## config.mk

```make
export PLATFORM = sky130hd
export DESIGN_NAME = fsk_tag_wavegen
export DESIGN_NICKNAME = d
export VERILOG_FILES = /design/src/rtl/fsk_gen_pkg.sv /design/src/rtl/fsk_cycle_gen.sv /design/src/rtl/fsk_id_reg.sv /design/src/rtl/fsk_frame_seq.sv /design/src/rtl/fsk_tag_wavegen.sv
export SDC_FILE = /design/constraint.sdc
export NUM_CORES = 1
export LEC_CHECK = 0
export ABC_CLOCK_PERIOD_IN_PS = 3600
export BUFFER_PORTS_ARGS = -buffer_cell sky130_fd_sc_hd__buf_2
export CORE_ASPECT_RATIO = 1.75
export CORE_MARGIN = 1.5
export CORE_UTILIZATION = 49
export DETAILED_ROUTE_END_ITERATION = 8
export GPL_TIMING_DRIVEN = 0
export HOLD_SLACK_MARGIN = 0.06
export PLACE_DENSITY = 0.8
export SLEW_MARGIN = 20
export SYNTH_ARGS = -nofsm -noshare
export SYNTH_HDL_FRONTEND = slang
export SYNTH_SLANG_ARGS = --single-unit
```

## constraint.sdc

```tcl
create_clock -name clk_i -period 3.6 [get_ports clk_i]
set_input_delay 0.72 -clock clk_i [delete_from_list [all_inputs] [get_ports clk_i]]
set_output_delay 0.72 -clock clk_i [all_outputs]
set_load 0.1 [all_outputs]
```

## src/rtl/fsk_gen_pkg.sv

```systemverilog
package fsk_gen_pkg;

  typedef enum logic [1:0] {PH_OPEN, PH_SOF, PH_NIB, PH_DATA} phase_e;

  // short subcarrier cycle
  localparam int A_LEN  = 8;
  localparam int A_HIGH = 2;
  localparam int A_NCYC = 6;
  // long subcarrier cycle
  localparam int B_LEN  = 10;
  localparam int B_HIGH = 3;
  localparam int B_NCYC = 5;

  localparam int NIB_BITS   = 4;
  localparam int SOF_GROUPS = 8;
  // bit g set: marker group g uses long cycles
  localparam logic [SOF_GROUPS-1:0] SOF_PAT = 8'b1011_1000;

  localparam int POS_W = $clog2(B_LEN);
  localparam int CNT_W = $clog2(A_NCYC);
  localparam int GRP_W = $clog2(SOF_GROUPS);

  function automatic int frame_len(int id_bits);
    int fills, sof;
    fills = 1 + (id_bits + NIB_BITS - 1) / NIB_BITS;
    sof = 0;
    for (int g = 0; g < SOF_GROUPS; g++)
      sof += SOF_PAT[g] ? B_LEN * B_NCYC : A_LEN * A_NCYC;
    return fills * A_LEN + sof + id_bits * (A_LEN * A_NCYC + B_LEN * B_NCYC);
  endfunction

endpackage

```

## src/rtl/fsk_cycle_gen.sv

```systemverilog
module fsk_cycle_gen
  import fsk_gen_pkg::*;
(
  input  logic             is_b_i,
  input  logic [POS_W-1:0] pos_i,
  input  logic [CNT_W-1:0] cnt_i,
  output logic             sample_o,
  output logic             cyc_end_o,
  output logic             grp_end_o
);

  localparam logic [POS_W-1:0] A_LAST = POS_W'(A_LEN - 1);
  localparam logic [POS_W-1:0] B_LAST = POS_W'(B_LEN - 1);
  localparam logic [POS_W-1:0] A_HI   = POS_W'(A_HIGH);
  localparam logic [POS_W-1:0] B_HI   = POS_W'(B_HIGH);
  localparam logic [CNT_W-1:0] A_CLST = CNT_W'(A_NCYC - 1);
  localparam logic [CNT_W-1:0] B_CLST = CNT_W'(B_NCYC - 1);

  always_comb begin
    if (is_b_i) begin
      sample_o  = pos_i < B_HI;
      cyc_end_o = pos_i == B_LAST;
      grp_end_o = cnt_i == B_CLST;
    end else begin
      sample_o  = pos_i < A_HI;
      cyc_end_o = pos_i == A_LAST;
      grp_end_o = cnt_i == A_CLST;
    end
  end

endmodule

```

## src/rtl/fsk_id_reg.sv

```systemverilog
module fsk_id_reg #(
  parameter int ID_BITS   = 44,
  parameter int HI_BITS   = 12,
  parameter int HI_PORT_W = 32
) (
  input  logic                       clk_i,
  input  logic                       rst_ni,
  input  logic                       load_i,
  input  logic [HI_PORT_W-1:0]       hi_i,
  input  logic [ID_BITS-HI_BITS-1:0] lo_i,
  input  logic [$clog2(ID_BITS)-1:0] sel_i,
  output logic                       over_o,
  output logic                       bit_o
);

  localparam int BIT_W = $clog2(ID_BITS);
  localparam logic [BIT_W-1:0] MSB_IDX = BIT_W'(ID_BITS - 1);

  logic [ID_BITS-1:0] id_q;

  generate
    if (HI_PORT_W > HI_BITS) begin : g_range
      assign over_o = |hi_i[HI_PORT_W-1:HI_BITS];
    end else begin : g_fit
      assign over_o = 1'b0;
    end
  endgenerate

  always_ff @(posedge clk_i or negedge rst_ni) begin
    if (!rst_ni)     id_q <= '0;
    else if (load_i) id_q <= {hi_i[HI_BITS-1:0], lo_i};
  end

  // sel counts from the most significant bit
  assign bit_o = id_q[MSB_IDX - sel_i];

endmodule

```

## src/rtl/fsk_frame_seq.sv

```systemverilog
module fsk_frame_seq
  import fsk_gen_pkg::*;
#(
  parameter int ID_BITS = 44
) (
  input  logic                       clk_i,
  input  logic                       rst_ni,
  input  logic                       restart_i,
  input  logic                       adv_i,
  input  logic                       id_bit_i,
  output logic [$clog2(ID_BITS)-1:0] bit_sel_o,
  output logic                       sample_o,
  output logic                       frame_end_o
);

  localparam int BIT_W = $clog2(ID_BITS);
  localparam logic [BIT_W-1:0] BIT_LAST = BIT_W'(ID_BITS - 1);
  localparam logic [GRP_W-1:0] SOF_LAST = GRP_W'(SOF_GROUPS - 1);

  phase_e           phase_q;
  logic [POS_W-1:0] pos_q;
  logic [CNT_W-1:0] cnt_q;
  logic [GRP_W-1:0] grp_q;
  logic [BIT_W-1:0] bit_q;
  logic             is_b, cyc_end, grp_end, last_bit, nib_next;

  always_comb begin
    case (phase_q)
      PH_SOF:  is_b = SOF_PAT[grp_q];
      PH_DATA: is_b = id_bit_i ^ grp_q[0];
      default: is_b = 1'b0;
    endcase
  end

  fsk_cycle_gen u_cyc (
    .is_b_i    (is_b),
    .pos_i     (pos_q),
    .cnt_i     (cnt_q),
    .sample_o  (sample_o),
    .cyc_end_o (cyc_end),
    .grp_end_o (grp_end)
  );

  assign last_bit    = bit_q == BIT_LAST;
  assign nib_next    = ((32'(bit_q) + 1) % NIB_BITS) == 0;
  assign bit_sel_o   = bit_q;
  assign frame_end_o = adv_i && phase_q == PH_DATA && cyc_end && grp_end &&
                       grp_q[0] && last_bit;

  always_ff @(posedge clk_i or negedge rst_ni) begin
    if (!rst_ni) begin
      phase_q <= PH_OPEN;
      pos_q   <= '0;
      cnt_q   <= '0;
      grp_q   <= '0;
      bit_q   <= '0;
    end else if (restart_i) begin
      phase_q <= PH_OPEN;
      pos_q   <= '0;
      cnt_q   <= '0;
      grp_q   <= '0;
      bit_q   <= '0;
    end else if (adv_i) begin
      if (!cyc_end) begin
        pos_q <= pos_q + 1'b1;
      end else begin
        pos_q <= '0;
        case (phase_q)
          PH_OPEN: begin
            phase_q <= PH_SOF;
            cnt_q   <= '0;
            grp_q   <= '0;
          end
          PH_SOF: begin
            if (grp_end) begin
              cnt_q <= '0;
              if (grp_q == SOF_LAST) begin
                grp_q   <= '0;
                bit_q   <= '0;
                phase_q <= PH_NIB;
              end else begin
                grp_q <= grp_q + 1'b1;
              end
            end else begin
              cnt_q <= cnt_q + 1'b1;
            end
          end
          PH_NIB: begin
            phase_q <= PH_DATA;
            cnt_q   <= '0;
            grp_q   <= '0;
          end
          default: begin
            if (grp_end) begin
              cnt_q <= '0;
              if (!grp_q[0]) begin
                grp_q <= 1;
              end else begin
                grp_q <= '0;
                if (last_bit) begin
                  bit_q   <= '0;
                  phase_q <= PH_OPEN;
                end else begin
                  bit_q   <= bit_q + 1'b1;
                  phase_q <= nib_next ? PH_NIB : PH_DATA;
                end
              end
            end else begin
              cnt_q <= cnt_q + 1'b1;
            end
          end
        endcase
      end
    end
  end

endmodule

```

## src/rtl/fsk_tag_wavegen.sv

```systemverilog
module fsk_tag_wavegen
  import fsk_gen_pkg::*;
#(
  parameter int ID_BITS     = 44,
  parameter int HI_BITS     = 12,
  parameter int HI_PORT_W   = 32,
  parameter int SYNC_STAGES = 2
) (
  input  logic                                      clk_i,
  input  logic                                      rst_ni,
  input  logic                                      carrier_i,
  input  logic                                      start_i,
  input  logic                                      stop_i,
  input  logic [HI_PORT_W-1:0]                      id_hi_i,
  input  logic [ID_BITS-HI_BITS-1:0]                id_lo_i,
  output logic                                      coil_o,
  output logic                                      active_o,
  output logic                                      err_o,
  output logic [$clog2(frame_len(ID_BITS)+1)-1:0]   sample_idx_o,
  output logic [$clog2(frame_len(ID_BITS)+1)-1:0]   frame_len_o
);

  localparam int FRAME_LEN = frame_len(ID_BITS);
  localparam int LEN_W     = $clog2(FRAME_LEN + 1);
  localparam int BIT_W     = $clog2(ID_BITS);
  localparam logic [LEN_W-1:0] IDX_LAST = LEN_W'(FRAME_LEN - 1);

  logic [SYNC_STAGES-1:0] sync_q;
  logic                   edge_q, tick;
  logic                   over, accept, reject, restart, adv;
  logic                   id_bit, seq_sample, frame_end;
  logic [BIT_W-1:0]       bit_sel;
  logic                   active_q, err_q, coil_q;
  logic [LEN_W-1:0]       idx_q;

  generate
    for (genvar i = 0; i < SYNC_STAGES; i++) begin : g_sync
      if (i == 0) begin : g_first
        always_ff @(posedge clk_i or negedge rst_ni) begin
          if (!rst_ni) sync_q[i] <= 1'b0;
          else         sync_q[i] <= carrier_i;
        end
      end else begin : g_next
        always_ff @(posedge clk_i or negedge rst_ni) begin
          if (!rst_ni) sync_q[i] <= 1'b0;
          else         sync_q[i] <= sync_q[i-1];
        end
      end
    end
  endgenerate

  always_ff @(posedge clk_i or negedge rst_ni) begin
    if (!rst_ni) edge_q <= 1'b0;
    else         edge_q <= sync_q[SYNC_STAGES-1];
  end

  assign tick    = sync_q[SYNC_STAGES-1] & ~edge_q;
  assign accept  = start_i & ~stop_i & ~over;
  assign reject  = start_i & ~stop_i & over;
  assign restart = stop_i | accept;
  assign adv     = tick & active_q & ~restart;

  fsk_id_reg #(
    .ID_BITS   (ID_BITS),
    .HI_BITS   (HI_BITS),
    .HI_PORT_W (HI_PORT_W)
  ) u_id (
    .clk_i  (clk_i),
    .rst_ni (rst_ni),
    .load_i (accept),
    .hi_i   (id_hi_i),
    .lo_i   (id_lo_i),
    .sel_i  (bit_sel),
    .over_o (over),
    .bit_o  (id_bit)
  );

  fsk_frame_seq #(
    .ID_BITS (ID_BITS)
  ) u_seq (
    .clk_i       (clk_i),
    .rst_ni      (rst_ni),
    .restart_i   (restart),
    .adv_i       (adv),
    .id_bit_i    (id_bit),
    .bit_sel_o   (bit_sel),
    .sample_o    (seq_sample),
    .frame_end_o (frame_end)
  );

  always_ff @(posedge clk_i or negedge rst_ni) begin
    if (!rst_ni) begin
      active_q <= 1'b0;
      err_q    <= 1'b0;
      coil_q   <= 1'b1;
      idx_q    <= '0;
    end else begin
      if (reject) err_q <= 1'b1;
      else if (accept) err_q <= 1'b0;

      if (restart) begin
        active_q <= ~stop_i;
        coil_q   <= 1'b1;
        idx_q    <= '0;
      end else if (adv) begin
        coil_q <= seq_sample;
        idx_q  <= (idx_q == IDX_LAST) ? '0 : idx_q + 1'b1;
      end
    end
  end

  assign coil_o       = coil_q;
  assign active_o     = active_q;
  assign err_o        = err_q;
  assign sample_idx_o = idx_q;
  assign frame_len_o  = LEN_W'(FRAME_LEN);

endmodule

```

==> results.py, run 1 <==
metrics = {
    "drt": {
        "vias": 3455,
        "route.detailed.wl_per_inst_um": 15.81,
        "drc": 0,
        "dr.pass1.iters": 6,
        "routed_via_density": 5.591,
        "final_antenna_net_count": 0,
        "drtIter0Drc": 194,
        "routed_wirelength_mm": 9.769,
    },
    "cells_and_area": {
        "multiInputGateArea_sq_um": 2220,
        "layout.cells.non_filler": 618,
        "fillers": 704,
        "synthToLayoutAreaGrowth_pct": 23.52,
        "n_antenna_cell": 0,
        "drive_above_1_share_pct": 40.72,
        "nNetsFinal": 578,
        "ff_latch_area_sq_um": 2029,
    },
    "placement": {
        "gp_congestion": 0.8539,
        "pre_cts_ws_ns": -0.6879,
        "port_buffers": 84,
        "dp_hpwl_mm": 7.164,
        "placed_cells": 596,
    },
    "clocking": {
        "cts_tree": "built",
        "clock_sinks": 81,
        "root_buffer": "clkbuf_16",
        "cts-buffers-inserted": 9,
        "cts_max_path_buffers": 2,
        "holdBufCountCts": 0,
        "clk_pin_slew_ns": 0.06,
        "htreeDepth": 3,
        "clk_latency_ns": 0.34,
    },
    "critical_path": {
        "cp_max_fo": 6,
        "crit_required_ns": 3.83,
        "arrival_ns": 3.78,
        "crit_path_end_kind": "flop",
        "crit_path_start_kind": "flop",
        "criticalPathCategory": "reg2reg",
    },
    "global_routing": {
        "grt_pass1_vias": 3443,
        "grt_pass1_wl_mm": 15.61,
        "antenna_found_initial": 0,
        "track_usage_pct": 21.44,
        "grt_max_degree": 58,
        "grt_overflow": 0,
    },
    "logic_synthesis": {
        "yosysTopAreaCellShare_pct": 45.83,
        "ys_types": 59,
        "synth.cell_area_sq_um": 4368,
        "synthArstFlopShare_pct": 100.0,
        "synth-warning-count": 0,
        "yosys.area.top_type": "dfrtp_1",
        "synth.yosys.seq_area_share_pct": 46.43,
        "netlist_instances": 383,
        "synth.top_cells.by_area": "dfrtp_1, mux2_2, ha_1",
        "synth_edf_count": 0,
        "synth_area_per_cell_sq_um": 11.40,
        "ys_ff_latch": 81,
        "synth-main-ff-cell": "dfrtp_1",
    },
    "floorplan": {
        "pin_count": 98,
        "die-area_sq_um": 9512,
        "die_h_um": 127.9,
        "row_count": 45,
        "die_w_um": 74.37,
        "start_util_pct": 50.38,
        "core-area_sq_um": 8671,
    },
    "sta": {
        "fin_skew_ns": 0.007433,
        "period_needed_ns": 3.551,
        "setup_slack_ns": 0.04882,
        "hold_viol": 0,
        "hold_slack_ns": 0.2881,
        "finalMaxSlewViolations": 0,
        "fmax_ghz": 0.2816,
        "tightest_slew_ns": 0.6595,
        "setup_viol": 0,
        "finalSetupTns_ns": 0,
        "slew_headroom_pct": 56.04,
        "period_share_pct": 98.64,
    },
    "power_and_ir_drop": {
        "power_density_nw_per_um2": 425.5,
        "power_leakage_nw": 2.637,
        "totalPowerFinal_mw": 2.296,
        "vdd_drop_max_mv": 0.3171,
    },
    "min_path": {
        "hp-class": "in2async",
    },
    "flow_run": {
        "maxCapViolCount": 0,
    },
    "status": {
        "status": "completed",
    },
}
==> area by class of cell <==
class / count / area share, %
well taps: 117 / 2.713
multi-input cells: 274 / 41.14
plain buffers: 28 / 3.316
clock buffers: 13 / 4.824
inverters: 11 / 0.7653
repair buffers: 91 / 9.184
clock inverters: 3 / 0.4406
flip-flops and latches: 81 / 37.62
==> worst max-delay path: stages, from the launching register on <==
cell	delay [ns]
dfrtp_1	0.37
buf_6	0.15
mux4_1	0.56
mux4_2	0.51
o21ai_4	0.11
nand3_1	0.10
or3_4	0.35
a31o_1	0.24
a211oi_4	0.38
nor2_4	0.10
a211o_1	0.31
a22o_1	0.25
==> cell usage in the layout, fill, tap and decap left out, types with 4 or more instances in the layout <==
cell type,count
nor2_1,29
nand2_1,24
o21ai_0,15
dfrtp_1,79
mux4_2,9
nand3_1,17
conb_1,13
buf_2,85
clkbuf_16,9
buf_4,20
nor3_1,8
and3_1,6
xor2_1,9
nor4_1,8
a21oi_1,5
clkbuf_1,11
nand4_1,9
ha_1,12
a22o_1,4
inv_1,10
mux2_2,50
==> kinds of logic (layout without fill, tap and decap cells) <==
family | Yosys count | after routing | synth area share (%)
other cells | 2 | 13 | 0.1719
compound gates | 52 | 52 | 8.823
flops | 81 | 81 | 46.43
simple gates | 121 | 121 | 14.09
xor+xnor | 11 | 11 | 2.206
mux | 64 | 64 | 19.68
buf+inv | 39 | 146 | 4.870
fa+ha+maj | 13 | 13 | 3.724
==> Yosys cell counts, types with 2 or more instances <==
library cell and number:
mux2_2 50, clkbuf_1 10, buf_4 13, o21ai_0 15
nand3_1 17, o31ai_1 4, a211o_1 2, o41ai_1 2
nand3b_1 2, a21o_1 2, and3_1 6, conb_1 2
xor2_1 9, buf_2 2, mux4_2 6, nor4_1 8
mux4_1 5, nor3_1 8, nor2_1 30, inv_1 11
a2111oi_0 2, and2_1 2, ha_1 13, dfrtp_1 80
nor3b_1 3, or2_2 3, nand4_1 9, xnor2_1 2
buf_6 2, a22o_1 4, a21oi_1 6, mux2i_1 3
nand2_1 24
==> what timing repair did <==
action | 4_1_cts | 5_1_grt
gates resized for setup | 9 | 11
pin swaps | 2 | 3
endpoints found under the setup margin | 16 | 12
setup buffers | 2 | 4
==> power by group <==
| group | internal [mW] | leakage (nW) | switching (mW) |
|---|---|---|---|
| registers | 0.935 | 1.11 | 0.0279 |
| clock network | 0.508 | 0.132 | 0.365 |
| logic | 0.180 | 1.39 | 0.281 |
==> final timing paths <==
path	end	slack, ns	startpoint	cells after the start
setup reg to reg	u_seq.phase_q[1]	0.05	u_seq.bit_sel_o[0]	11
hold / removal	u_seq.cnt_q[1]	0.29	rst_ni	1
min in group clk_i	sync_q[1]	0.36	sync_q[0]	0
max in group asynchronous	u_seq.bit_sel_o[2]	2.72	rst_ni	2
hold reg to reg	sync_q[1]	0.36	sync_q[0]	0
setup / recovery	u_seq.phase_q[1]	0.05	u_seq.bit_sel_o[0]	11
==> routing by layer <==
| layer | vias to the layer above | track usage (%) | part of all wire [%] |
|---|---|---|---|
| li1 | 1596 | - | - |
| met1 | 1721 | 23.37 | 37 |
| met2 | 101 | 37.39 | 56 |
| met3 | 37 | 4.560 | 3.7 |
| met4 | 0 | 11.87 | 3.6 |
| met5 | - | 0 | 0 |
==> stage by stage <==
stage	instance area [sq um]	util [%]
6_report	5395	62.22
5_1_grt	5395	62.22
4_1_cts	5329	61.46
3_5_place_dp	5006	57.73
3_3_place_gp	4976	57.39
2_1_floorplan	4409	-
==> flip-flops by register name, indices dropped and copies added (netlist names) <==
register,cells
active_o,1
coil_o,1
edge_q,1
err_o,1
sample_idx_o,13
sync_q,2
u_id.id_q,44
u_seq.bit_sel_o,6
u_seq.cnt_q,3
u_seq.grp_q,3
u_seq.phase_q,2
u_seq.pos_q,4
Note: power is estimated with default switching activity, not from simulation.
==> run 2, diff against run 1 <==
Settings changed: CORE_UTILIZATION 49 to 35, PLACE_DENSITY 0.8 to 0.62.
==> run 2 against run 1 <==
Effect of this change: sequential cell count unchanged; register-to-register slack better by 0.06 ns; fmax up 1.6%; core utilization down 17 points; total power down 1.4%; combinational power down 2%; worst setup slack better by 0.057 ns; cell count up 7.6%; sequential power about the same; clock skew about the same; final area up 0.74%; largest cell class unchanged; largest power group unchanged; highest routed layer unchanged.
==> results.py, run 2 (synthesized netlist as in run 1, its figures left out) <==
metrics = {
    "cells_and_area": {
        "drive_above_1_share_pct": 40.00,
        "ff_latch_area_sq_um": 2029,
        "synthToLayoutAreaGrowth_pct": 24.43,
        "layout.cells.non_filler": 665,
        "multiInputGateArea_sq_um": 2220,
        "finalInstanceArea_sq_um": 5435,
        "utilization_pct": 45.03,
        "nNetsFinal": 577,
        "layout_commonest_cell": "buf_2",
        "top_register": "u_id.id_q",
        "largest_reg_flops": 44,
        "layout_common_cells": "buf_2, dfrtp_1, mux2_2",
        "fillers": 1194,
        "n_antenna_cell": 0,
    },
    "clocking": {
        "root_buffer": "clkbuf_16",
        "cts_tree": "built",
        "clock_sinks": 81,
        "clk_pin_slew_ns": 0.06,
        "holdBufCountCts": 0,
        "cts_max_path_buffers": 2,
        "cts-buffers-inserted": 9,
        "htreeDepth": 3,
        "clk_latency_ns": 0.33,
    },
    "sta": {
        "slew_headroom_pct": 55.32,
        "period_needed_ns": 3.494,
        "tightest_slew_ns": 0.6678,
        "hold_slack_ns": 0.3496,
        "fmax_ghz": 0.2862,
        "finalMaxSlewViolations": 0,
        "period_share_pct": 97.05,
        "setup_slack_ns": 0.1060,
        "finalSetupTns_ns": 0,
        "setup_viol": 0,
        "hold_viol": 0,
        "fin_skew_ns": 0.007158,
    },
    "critical_path": {
        "path_cells": "buf_6 -> mux4_1 -> mux4_2 -> o21ai_2 -> nand3_1 -> or3_4 -> a31o_1 -> a211oi_4 -> nor2_4 -> a211o_1 -> a22o_1",
        "r2r-start": "u_seq.bit_sel_o[0]",
        "cp_max_fo": 6,
        "cpPeakStageDelay_ns": 0.56,
        "r2r_end": "u_seq.phase_q[0]",
        "crit_path_start_kind": "flop",
        "cp_num_buf_inv": 1,
        "cp_top_family": "compound AO/OA/AOI/OAI gates",
        "r2r_cells": 11,
        "crit_required_ns": 3.81,
        "crit_path_end_kind": "flop",
        "r2r_slack_ns": 0.11,
        "criticalPathCategory": "reg2reg",
        "slowest_stage": "mux4_1",
        "arrival_ns": 3.71,
    },
    "global_routing": {
        "grt_overflow": 0,
        "grt_max_degree": 45,
        "track_usage_pct": 16.40,
        "grt_pass1_wl_mm": 16.84,
        "antenna_found_initial": 0,
        "grt_pass1_vias": 3509,
    },
    "placement": {
        "dp_hpwl_mm": 7.833,
        "gp_congestion": 0.8432,
        "port_buffers": 84,
        "pre_cts_ws_ns": -0.9390,
        "placed_cell_area_sq_um": 5059,
        "placed_cells": 644,
    },
    "drt": {
        "routed_via_density": 5.038,
        "drc": 0,
        "route.detailed.wl_per_inst_um": 15.27,
        "routed_wirelength_mm": 10.16,
        "final_antenna_net_count": 0,
        "drtIter0Drc": 105,
        "vias": 3350,
        "dr.pass1.iters": 4,
    },
    "min_path": {
        "hp-class": "in2async",
    },
    "floorplan": {
        "row_count": 53,
        "die_h_um": 150.8,
        "pin_count": 98,
        "die_w_um": 87.45,
        "start_util_pct": 36.19,
        "die-area_sq_um": 13190,
        "core-area_sq_um": 12070,
    },
    "flow_run": {
        "maxCapViolCount": 0,
    },
    "power_and_ir_drop": {
        "p_int_mw": 1.615,
        "totalPowerFinal_mw": 2.264,
        "power_density_nw_per_um2": 416.6,
        "clkPwrFrac_pct": 37.5,
        "p_sw_uw": 649.0,
        "power_leakage_nw": 2.642,
        "p_comb_share_pct": 20.0,
        "p_seq_share_pct": 42.5,
        "swShare_pct": 28.67,
        "vdd_drop_max_mv": 0.3314,
    },
    "status": {
        "status": "completed",
    },
}
[run 2: worst max path at each step]
stage	from	to	slack [ns]	depth (start not counted)
after floorplan	u_seq.bit_sel_o[2]	u_seq.grp_q[2]	0.07	13
after global placement	u_seq.bit_sel_o[2]	u_seq.grp_q[2]	-0.94	11
after detailed placement	u_seq.bit_sel_o[2]	u_seq.grp_q[2]	-0.94	11
after CTS	u_seq.bit_sel_o[0]	u_seq.phase_q[0]	0.007	11
after global routing	u_seq.bit_sel_o[0]	u_seq.phase_q[0]	-0.0003	11
final	u_seq.bit_sel_o[0]	u_seq.phase_q[0]	0.11	11
[run 2: timing repair]
item,in CTS,in global routing
pin swaps,1,2
gates cloned,0,0
resized for setup,12,5
setup buffers,2,3
setup endpoints to repair,18,11
[run 2: cell type report]
type | instances | area share (%)
Tap cell | 165 | 3.798
Timing Repair Buffer | 90 | 8.840
Inverter | 11 | 0.7597
Multi-Input combinational cell | 274 | 40.84
Clock buffer | 14 | 4.857
Clock inverter | 2 | 0.2302
Buffer | 28 | 3.338
Sequential cell | 81 | 37.34
[run 2: metal layers]
metal | global-route usage (%) | share of wire, % | vias up | wire length, um
li1 | - | - | 1597 | -
met1 | 17.72 | 38 | 1650 | 3863
met2 | 30.92 | 57 | 87 | 5747
met3 | 2.616 | 3.3 | 16 | 335
met4 | 6.667 | 2.1 | 0 | 210
met5 | 0 | 0 | - | 0
[run 2: power by group through the flow]
stage	Sequential [mW]	Clock, mW	Combinational [mW]
floorplan	0.972	0	0.305
global placement	0.979	0	0.414
detailed placement	0.980	0	0.425
CTS	0.962	0.873	0.444
global route	0.965	0.906	0.496
finish	0.961	0.850	0.453
[run 2: worst register-to-register path, delay by kind of cell, from the launching register on]
kind	cells	cell delay, ns
AO/OA/AOI/OAI	5	1.26
buffers and inverters	1	0.15
flip-flops	1	0.37
multiplexers	2	1.04
AND/OR/NAND/NOR	3	0.57
